===== src/rtl/thr_capture_pkg.sv =====
package thr_capture_pkg;

    typedef enum logic {
        PH_IDLE = 1'b0,
        PH_RAMP = 1'b1
    } phase_t;

    // Trip is accepted when two successive synchronized samples are high
    function automatic logic trip_seen(input logic now_v, input logic prev_v);
        return now_v & prev_v;
    endfunction

endpackage


===== src/rtl/thr_cmp_sync.sv =====
module thr_cmp_sync (
    input  logic clk,
    input  logic rst,
    input  logic clr,
    input  logic din,
    output logic dout
);
    logic meta_q;
    logic sync_q;

    always_ff @(posedge clk) begin
        if (rst || clr) begin
            meta_q <= 1'b0;
            sync_q <= 1'b0;
        end else begin
            meta_q <= din;
            sync_q <= meta_q;
        end
    end

    assign dout = sync_q;
endmodule


===== src/rtl/thr_ramp_counter.sv =====
module thr_ramp_counter #(
    parameter int CODE_W = 6,
    parameter int CAP    = 48
) (
    input  logic              clk,
    input  logic              rst,
    input  logic              clear,
    input  logic              step,
    output logic [CODE_W-1:0] count
);
    localparam logic [CODE_W-1:0] CAP_V = CAP[CODE_W-1:0];

    always_ff @(posedge clk) begin
        if (rst || clear) begin
            count <= '0;
        end else if (step) begin
            count <= count + 1'b1;
        end
    end

    assert_count_cap_R4: assert property (@(posedge clk) disable iff (rst)
        count <= CAP_V);

    assert_count_monotonic_R2: assert property (@(posedge clk) disable iff (rst)
        !clear |=> count >= $past(count));
endmodule


===== src/rtl/thr_capture.sv =====
module thr_capture
    import thr_capture_pkg::*;
#(
    parameter int CODE_W   = 6,
    parameter int OFF_CODE = 48
) (
    input  logic              clk,
    input  logic              rst,
    input  logic              sample_req,
    input  logic              cmp_in,
    input  logic              tick,
    output logic              drv_inhibit,
    output logic [CODE_W-1:0] dac_code,
    output logic [CODE_W-1:0] held_code,
    output logic [CODE_W:0]   limit_code,
    output logic              done,
    output logic              prot_off
);
    localparam logic [CODE_W-1:0] OFF_V = OFF_CODE[CODE_W-1:0];

    phase_t            phase;
    logic              busy;
    logic              start;
    logic              cmp_s;
    logic              cmp_p;
    logic              trip;
    logic              at_cap;
    logic              give_up;
    logic              step;
    logic [CODE_W-1:0] count;

    assign busy    = (phase == PH_RAMP);
    assign start   = !busy && sample_req;
    assign trip    = busy && trip_seen(cmp_s, cmp_p);
    assign at_cap  = (count == OFF_V);
    assign give_up = busy && !trip && tick && at_cap;
    assign step    = busy && !trip && tick && !at_cap;

    thr_cmp_sync u_sync (
        .clk  (clk),
        .rst  (rst),
        .clr  (start),
        .din  (cmp_in),
        .dout (cmp_s)
    );

    always_ff @(posedge clk) begin
        if (rst || start) cmp_p <= 1'b0;
        else              cmp_p <= cmp_s;
    end

    thr_ramp_counter #(.CODE_W(CODE_W), .CAP(OFF_CODE)) u_ramp (
        .clk   (clk),
        .rst   (rst),
        .clear (start),
        .step  (step),
        .count (count)
    );

    always_ff @(posedge clk) begin
        if (rst) begin
            phase     <= PH_IDLE;
            held_code <= '0;
            prot_off  <= 1'b1;
            done      <= 1'b0;
        end else begin
            done <= 1'b0;
            if (start) begin
                phase <= PH_RAMP;
            end else if (trip) begin
                phase     <= PH_IDLE;
                held_code <= count;
                prot_off  <= 1'b0;
                done      <= 1'b1;
            end else if (give_up) begin
                phase     <= PH_IDLE;
                held_code <= count;
                prot_off  <= 1'b1;
                done      <= 1'b1;
            end
        end
    end

    assign drv_inhibit = busy;
    assign dac_code    = busy ? count : held_code;
    assign limit_code  = {held_code, 1'b0};

    assert_start_needs_req_R2: assert property (@(posedge clk) disable iff (rst)
        $rose(drv_inhibit) |-> $past(sample_req));

    assert_done_single_R5: assert property (@(posedge clk) disable iff (rst)
        done |=> !done);

    assert_done_ends_inhibit_R5: assert property (@(posedge clk) disable iff (rst)
        done |-> !drv_inhibit && $past(drv_inhibit));

    assert_hold_stable_R7: assert property (@(posedge clk) disable iff (rst)
        !done |-> $stable(held_code) && $stable(prot_off));

    assert_off_code_R4: assert property (@(posedge clk) disable iff (rst)
        (done && prot_off) |-> held_code == OFF_V);

    assert_no_restart_R6: assert property (@(posedge clk) disable iff (rst)
        (busy && $past(busy)) |-> count >= $past(count));
endmodule


===== config.mk =====
export PLATFORM = sky130hd
export DESIGN_NAME = thr_capture
export DESIGN_NICKNAME = d
export VERILOG_FILES = /design/src/rtl/thr_capture_pkg.sv /design/src/rtl/thr_cmp_sync.sv /design/src/rtl/thr_ramp_counter.sv /design/src/rtl/thr_capture.sv
export SDC_FILE = /design/constraint.sdc
export NUM_CORES = 1
export LEC_CHECK = 0
export CAP_MARGIN = 20
export CORE_AREA = 2 2 43 49
export CTS_BUF_LIST = sky130_fd_sc_hd__clkbuf_2
export DETAILED_ROUTE_END_ITERATION = 8
export DIE_AREA = 0 0 45 51
export PLACE_DENSITY = 0.83
export REMOVE_ABC_BUFFERS = 1
export SLEW_MARGIN = 20
export SYNTH_ARGS = -nofsm -noshare
export SYNTH_HDL_FRONTEND = slang
export SYNTH_SLANG_ARGS = --single-unit

===== constraint.sdc =====
create_clock -name clk -period 2.79 [get_ports clk]
set_clock_uncertainty 0.15 [all_clocks]
set_input_delay 0.4185 -clock clk [delete_from_list [all_inputs] [get_ports clk]]
set_output_delay 0.4185 -clock clk [all_outputs]
set_load 0.005 [all_outputs]

==> results of run 1 <==
[logic make-up after synthesis]
family,Yosys count
AO/OA/AOI/OAI,19
adder cells (fa/ha/maj),2
AND/OR/NAND/NOR,41
multiplexers,6
other,1
flip-flops,18
buffers and inverters,12
XOR/XNOR,3
[flip-flops by register name, summed over array words and instances, names as in the netlist]
name / flops
prot_off: 1
u_ramp.count: 6
done: 1
u_sync.meta_q: 1
cmp_p: 1
held_code: 6
u_sync.dout: 1
drv_inhibit: 1
[per-layer routing]
| layer | global-route usage | up-vias | wire length, um |
|---|---|---|---|
| li1 | - | 388 | - |
| met1 | 0.244 | 380 | 838 |
| met2 | 0.317 | 28 | 978 |
| met3 | 0.0247 | 5 | 78 |
| met4 | 0.108 | 0 | 48 |
| met5 | 0 | - | 0 |
[critical path, delay by kind of cell (launching register included)]
| family | cells | cell delay (ns) |
|---|---|---|
| buffers and inverters | 1 | 0.46 |
| flip-flops | 1 | 0.63 |
| multiplexers | 1 | 0.39 |
[final cells by class]
class / instances / share of cell area
clock inverter: 1 / 0.00338
multi-input combinational: 72 / 0.402
tap: 19 / 0.0214
clock buffer: 3 / 0.0135
timing repair buffer: 25 / 0.225
inverter: 3 / 0.0101
sequential: 18 / 0.324
[power breakdown]
part / leakage, nW / total [mW] / switching [mW] / internal (mW)
registers: 0.146 / 0.266 / 0.00575 / 0.260
clock network: 0.0140 / 0.113 / 0.0820 / 0.0311
logic: 0.229 / 0.0252 / 0.0119 / 0.0133
[stage by stage]
step                instances  setup WS, ns  hold WS, ns  utilization
detailed placement        137         0.740        0.275        0.584
floorplan                  93          1.04        0.256            -
CTS                       141         0.431        0.319        0.594
global route              141         0.340        0.341        0.594
global placement          137         0.751        0.267        0.584
finish                    141         0.431        0.310        0.594
[layout by cell type, fill, tap and decap left out, drive strengths merged]
master,netlist,routed
xnor2,3,3
and2,6,6
nor2,6,6
inv,3,3
conb,1,1
a21oi,10,10
and4,1,1
clkdlybuf4s50,0,25
nand4,1,1
nor4,2,2
or4,1,1
and4bb,1,1
nor4b,1,1
clkbuf,1,3
dfxtp,18,18
o211ai,1,1
a21o,1,1
nand3,11,11
nor3,1,1
o21ai,7,7
ha,2,2
nand2,9,9
mux2,6,6
clkinv,0,1
nand2b,1,1
[worst paths after layout]
path | slack, ns | start | endpoint | cells after the start
worst max-delay path | 0.43 | drv_inhibit | dac_code[0] | 2
worst min-delay path | 0.31 | u_sync.meta_q | u_sync.dout | 1
worst max register to register | 0.85 | u_ramp.count[0] | u_ramp.count[2] | 6
worst min register to register | 0.31 | u_sync.meta_q | u_sync.dout | 1
==> reports/metrics.csv, run 1 <==
metric,value,unit
hold_path.class,flop to flop,
postCtsSetupBuffers,0,
pin_count,27,
synth.distinct_cells,25,
yosys.area_share.adder,0.0284,
synth_commonest_cells,"dfxtp_1 (18), nand3_1 (11), a21oi_1 (10), nand2_1 (9), buf_4 (8)",
synth_top_family_by_area,simple AND/OR/NAND/NOR gates,
firstDrtPassIters,4,
initial_core_util,0.471,
ant_nets,0,
worst_ep_required_time,2.22,ns
end_kind,output port,
die_h,51,um
clock_latency,0.32,ns
place_congestion,0.770,
yosysMostFrequentCell,dfxtp_1,
grt_pass1_vias,731,
stdcell_area,1110,um^2
drive_above_1_share,0.0984,
crit_slowest_cell,dfxtp_1,
synth_compound_area_frac,0.113,
finalSetupViolCount,0,
cts_buffer_depth,2,
ys_seq_elements,18,
die_w,45,um
cts_tree,yes,
fin_crit,2.36,ns
synthSimpleGateAreaFrac,0.254,
wire_per_inst,13.8,um
maxCapViolCount,0,
rsz0062_at_grt,no,
core-area,1870,um^2
powerDensity,364,nW/um^2
cts_sinks,18,
p_total,0.405,mW
cellLeakagePower,0.388,nW
grt_pass1_wl,3330,um
crit_type,flop to output port,
synth_mux_area_frac,0.0766,
setup_tns,0,ns
synth.top_cell.area_share,0.409,
port_buffers,25,
drc_errors,0,
antenna_cells,0,
critPathLaunchType,flop,
max_freq,424,MHz
drt_iter0_drc,14,
crit_chain,mux2_2 -> clkdlybuf4s50_1,
clk_pin_slew_worst_paths,0.17,ns
cts_root_buf,clkbuf_2,
cts_resized,0,
dp_hpwl,1460,um
cts_buffers,3,
synthXorXnorAreaFrac,0.0298,
grt_antenna_before_repair,0,
multi_input_area,447,um^2
seq_area,360,um^2
syn_area_per_cell,8.65,um^2
synth_area_leaders,"dfxtp_1 (41%), mux2_2 (7.7%), buf_4 (6.8%)",
synth_warnings,0,
area_delta_synth_final,26.0,%
h-tree-depth,1,
dpl_cell_area,1090,um^2
vias,801,
peakVddDrop,271,uV
fin_nets,130,
synthArstFlopShare,0,
grt_max_degree,13,
syn_area,882,um^2
cp_data_arrival_time,1.79,ns
routed_wl,1940,um
viasPerCell,5.68,
cts_hold_buf,0,
synth_edf_count,0,
ys_seq_area_frac,0.409,
grt_use_total,0.195,
hold_violations,0,
yosysTopAreaCell,dfxtp_1,
dieArea,2300,um^2
rows,17,
fillers,171,
fin_crit_sh,0.845,
crit_fanout,12,
synth_flop_cell,dfxtp_1,
slowest_delay,0.63,ns
slew_viol_final,0,
syn_inst,102,
outcome,"complete, no violations",
grt_overflow_total,0,
Power figures use the tool's default switching activity.
==> run 2: changes to the inputs <==
--- a/config.mk
+++ b/config.mk
@@ -6,11 +6,11 @@
 export NUM_CORES = 1
 export LEC_CHECK = 0
 export CAP_MARGIN = 20
-export CORE_AREA = 2 2 43 49
+export CORE_AREA = 2 2 47 53
 export CTS_BUF_LIST = sky130_fd_sc_hd__clkbuf_2
 export DETAILED_ROUTE_END_ITERATION = 8
-export DIE_AREA = 0 0 45 51
-export PLACE_DENSITY = 0.83
+export DIE_AREA = 0 0 49 55
+export PLACE_DENSITY = 0.74
 export REMOVE_ABC_BUFFERS = 1
 export SLEW_MARGIN = 20
 export SYNTH_ARGS = -nofsm -noshare
==> constraint.sdc (replaced) <==
create_clock -name clk -period 2.1 [get_ports clk]
set_clock_uncertainty 0.15 [all_clocks]
set_input_delay 0.315 -clock clk [delete_from_list [all_inputs] [get_ports clk]]
set_output_delay 0.315 -clock clk [all_outputs]
set_load 0.005 [all_outputs]
==> run 2 against run 1 <==
Net effect: setup slack worse by 0.33 ns; hold slack improved by 0.0036 ns; critical path depth unchanged; critical endpoint is now dac_code[3]; highest routed layer unchanged.
==> reports/metrics.csv, run 2 (synthesis results as in run 1) <==
metric,value,unit,change
outcome,"complete, no violations",,
setup_ws,0.100,ns,-0.331 ns
p_total,0.540,mW,+34%
dp_hpwl,1530,um,+4.5%
rsz0062_at_grt,no,,
reg2regPathDepth,6,,unchanged
grt_use_total,0.155,,-0.0408
fin_util,0.530,,-0.0632
core-area,2180,um^2,+17%
viasPerCell,5.11,,-10%
clk_pin_slew_worst_paths,0.16,ns,about the same
hold_violations,0,,unchanged
antenna_cells,0,,unchanged
grt_overflow_total,0,,unchanged
dieArea,2700,um^2,+17%
layout_commonest_cell,clkdlybuf4s50_1,,
drt_iter0_drc,19,,+5
cts_buffer_depth,2,,unchanged
grt_pass1_wl,3170,um,-4.5%
area_delta_synth_final,31.3,%,
fin_nets,134,,+3.1%
mostFrequentLayoutCells,"clkdlybuf4s50_1 (25), dfxtp_1 (17), nand3_1 (11), a21oi_1 (10), nand2_1 (9)",,
end_kind,output port,,
vias,797,,-0.50%
place_congestion,0.844,,+9.6%
dp_slack,0.257,ns,-0.482 ns
fin_crit,2.00,ns,
rows,18,,+1
grt_max_degree,13,,unchanged
min_path_cells,1,,unchanged
critPathLaunchType,flop,,
clock_latency,0.30,ns,-0.02 ns
wire_per_inst,13.1,um,-5.2%
grt_antenna_before_repair,0,,unchanged
max_freq,500,MHz,
fin_crit_sh,0.952,,
stdcell_area,1160,um^2,+4.3%
placed_cells,151,,+10%
final_cells,156,,+11%
regToRegSetupSlack,0.34,ns,-0.51 ns
grt_pass1_vias,687,,-6.0%
powerDensity,466,nW/um^2,+28%
cts_hold_buf,0,,unchanged
pin_count,27,,unchanged
cellLeakagePower,0.410,nW,+5.4%
worst_ep_required_time,1.63,ns,-0.59 ns
cts_tree,yes,,
setup_tns,0,ns,unchanged
crit_fanout,10,,-2
die_h,55,um,+7.8%
peakVddDrop,349,uV,+29%
routed_wl,2040,um,+4.9%
finalSetupViolCount,0,,unchanged
cp_data_arrival_time,1.53,ns,-0.26 ns
hold_path.class,flop to flop,,
maxCapViolCount,0,,unchanged
firstDrtPassIters,5,,+1
drive_above_1_share,0.135,,+0.0366
drc_errors,0,,unchanged
cts_buffers,3,,unchanged
cts_root_buf,clkbuf_2,,
port_buffers,25,,unchanged
die_w,49,um,+8.9%
ant_nets,0,,unchanged
dpl_cell_area,1130,um^2,+3.3%
slew_viol_final,0,,unchanged
hold_slack,0.314,ns,+0.00359 ns
h-tree-depth,1,,unchanged
crit_type,flop to output port,,
cts_sinks,18,,unchanged
reg_top3,"held_code x6, u_ramp.count x6",,
initial_core_util,0.404,,-0.0675
[run 2: cell types whose count changed in the layout (fill, tap and decap cells not counted)]
cell     before  now
buf_4         0    4
dfxtp_1      18   17
dfxtp_4       0    1
[run 2: path summary, 6_finish.rpt]
kind,from,to
worst min-delay path,u_sync.meta_q,u_sync.dout
worst min register to register,u_sync.meta_q,u_sync.dout
worst max-delay path,drv_inhibit,dac_code[3]
worst max register to register,u_ramp.count[0],u_ramp.count[2]
[run 2: area by class of cell]
| class | count | area (um^2) |
|---|---|---|
| fill | 209 | 1030 |
| multi-input combinational | 72 | 447 |
| sequential | 18 | 364 |
| timing repair buffer | 29 | 280 |
| tap | 30 | 37.5 |
| clock buffer | 3 | 15.0 |
| inverter | 3 | 11.3 |
| clock inverter | 1 | 3.75 |
[run 2: repair_timing]
action / 4_1_cts / 5_1_grt
resized for setup: 1 / 1
buffers inserted: 0 / 1
setup endpoints to repair: 6 / 6
[run 2: per-layer routing]
layer | track usage | wire length [um]
met1 | 0.203 | 875
met2 | 0.263 | 1020
met3 | 0.0161 | 112
met4 | 0.0714 | 28
met5 | 0 | 0
[run 2: worst max-delay path, cell delays in order, from the launching register on]
cell,delay (ns)
dfxtp_4,0.44
mux2_2,0.34
clkdlybuf4s50_1,0.45
[run 2: power breakdown]
group          switching, mW  total (mW)  internal [mW]
registers            0.00506       0.351          0.346
clock network          0.106       0.148         0.0414
logic                 0.0198      0.0415         0.0218
==> run 3: changes to the inputs <==
--- a/config.mk
+++ b/config.mk
@@ -10,7 +10,9 @@
 export CTS_BUF_LIST = sky130_fd_sc_hd__clkbuf_2
 export DETAILED_ROUTE_END_ITERATION = 8
 export DIE_AREA = 0 0 49 55
+export HOLD_SLACK_MARGIN = 0.1
 export PLACE_DENSITY = 0.74
+export RECOVER_POWER = 25
 export REMOVE_ABC_BUFFERS = 1
 export SLEW_MARGIN = 20
 export SYNTH_ARGS = -nofsm -noshare
==> run 3 against run 2 <==
Net effect: sequential cell count did not move; fmax rose by 0.24%; sequential power barely moved; non-clock buffer count did not move; highest routed layer unchanged.
==> reports/metrics.csv, run 3 (synthesis results as in run 1) <==
metric,value,unit,change
critPathLaunchType,flop,,
cp_data_arrival_time,1.53,ns,about the same
hold_path.class,flop to flop,,
crit_slowest_cell,clkdlybuf4s50_1,,
stdcell_area,1150,um^2,-0.65%
crit_fanout,10,,unchanged
fin_nets,134,,unchanged
die_w,49,um,unchanged
drt_iter0_drc,23,,+4
fillers,212,,+1.4%
cts_buffer_depth,2,,unchanged
cts_root_buf,clkbuf_2,,
clock_latency,0.30,ns,about the same
wire_per_inst,12.9,um,-1.2%
end_kind,output port,,
core-area,2180,um^2,unchanged
max_freq,501,MHz,+0.24%
peakVddDrop,348,uV,-0.17%
final_cells,156,,unchanged
firstDrtPassIters,5,,unchanged
crit_type,flop to output port,,
powerDensity,467,nW/um^2,+0.19%
regToRegSetupSlack,0.29,ns,-0.05 ns
drc_errors,0,,unchanged
h-tree-depth,1,,unchanged
pin_count,27,,unchanged
multi_input_area,443,um^2,-0.84%
place_congestion,0.844,,unchanged
seq_area,364,um^2,unchanged
antenna_cells,0,,unchanged
min_path_cells,1,,unchanged
clk_pin_slew_worst_paths,0.16,ns,about the same
reg2regPathDepth,6,,unchanged
cts_buffers,3,,unchanged
cellLeakagePower,0.401,nW,-2.0%
rsz0062_at_grt,no,,
grt_pass1_vias,687,,unchanged
reg_top3,"held_code x6, u_ramp.count x6",,
cts_sinks,18,,unchanged
routed_wl,2010,um,-1.2%
maxCapViolCount,0,,unchanged
grt_use_total,0.155,,unchanged
area_delta_synth_final,30.5,%,
drive_above_1_share,0.111,,-0.0238
placed_cells,151,,unchanged
viasPerCell,5.05,,-1.1%
outcome,"complete, no violations",,
setup_tns,0,ns,unchanged
cts_tree,yes,,
crit_chain,mux2_2 -> clkdlybuf4s50_1,,
dpl_cell_area,1130,um^2,unchanged
hold_violations,0,,unchanged
grt_overflow_total,0,,unchanged
finalSetupViolCount,0,,unchanged
ant_nets,0,,unchanged
fin_util,0.527,,-0.00344
slew_viol_final,0,,unchanged
initial_core_util,0.404,,unchanged
grt_pass1_wl,3170,um,unchanged
die_h,55,um,unchanged
worst_ep_required_time,1.63,ns,about the same
fin_crit_sh,0.950,,-0.00225
grt_antenna_before_repair,0,,unchanged
dp_hpwl,1530,um,unchanged
dieArea,2700,um^2,unchanged
grt_max_degree,13,,unchanged
slowest_delay,0.45,ns,about the same
hold_slack,0.317,ns,+0.00295 ns
fin_crit,1.99,ns,-0.00472 ns
mostFrequentLayoutCells,"clkdlybuf4s50_1 (25), dfxtp_1 (17), nand3_1 (11), a21oi_1 (10), nand2_1 (9)",,
port_buffers,25,,unchanged
vias,788,,-1.1%
rows,18,,unchanged
layout_commonest_cell,clkdlybuf4s50_1,,
run 3: cell types whose count changed in the layout (fill, tap and decap cells not counted):
cell and delta:
and2_1 -2, clkbuf_1 +1, and4_2 -1, and2_0 +3, and2_4 -1, buf_4 -1, and4_1 +1
run 3: repair_timing:
item | 4_1_cts | 5_1_grt
hold buffers | 0 | 0
endpoints found under the hold margin | 0 | 0
pin swaps | 0 | 0
gates resized for setup | 1 | 1
buffers inserted | 0 | 1
setup endpoints to repair | 6 | 6
run 3: area by class of cell:
cell class	count	area share
clock inverters	1	0.00326
inverters	3	0.00978
multi-input cells	72	0.385
clock buffers	3	0.0130
well taps	30	0.0326
repair buffers	29	0.240
flip-flops and latches	18	0.316
run 3: path summary, 6_finish.rpt:
kind / from / to
setup reg to reg: u_ramp.count[0] / u_ramp.count[2]
hold / removal: u_sync.meta_q / u_sync.dout
hold reg to reg: u_sync.meta_q / u_sync.dout
setup / recovery: drv_inhibit / dac_code[3]
run 3: critical path: cells and delay by family (launching register included):
kind	cells	cell delay, ns
DFF	1	0.44
muxes	1	0.34
buffers and inverters	1	0.45
run 3: where the power goes:
| part | internal [mW] | switching, mW |
|---|---|---|
| Clock | 0.0414 | 0.105 |
| Sequential | 0.346 | 0.00504 |
| Combinational | 0.0207 | 0.0197 |
| Total | 0.408 | 0.130 |
run 3: metrics by stage:
step	worst slack (ns)	total power, mW
global placement	0.273	0.396
detailed placement	0.257	0.398
global route	0.0198	0.567
finish	0.105	0.538
floorplan	0.353	0.375
CTS	0.0137	0.545
run 3: routing by layer:
layer,vias up,track usage,share of wire
met5,-,0,0
met4,0,0.0714,0.014
met3,5,0.0161,0.064
met2,31,0.263,0.50
met1,355,0.203,0.42
li1,397,-,-
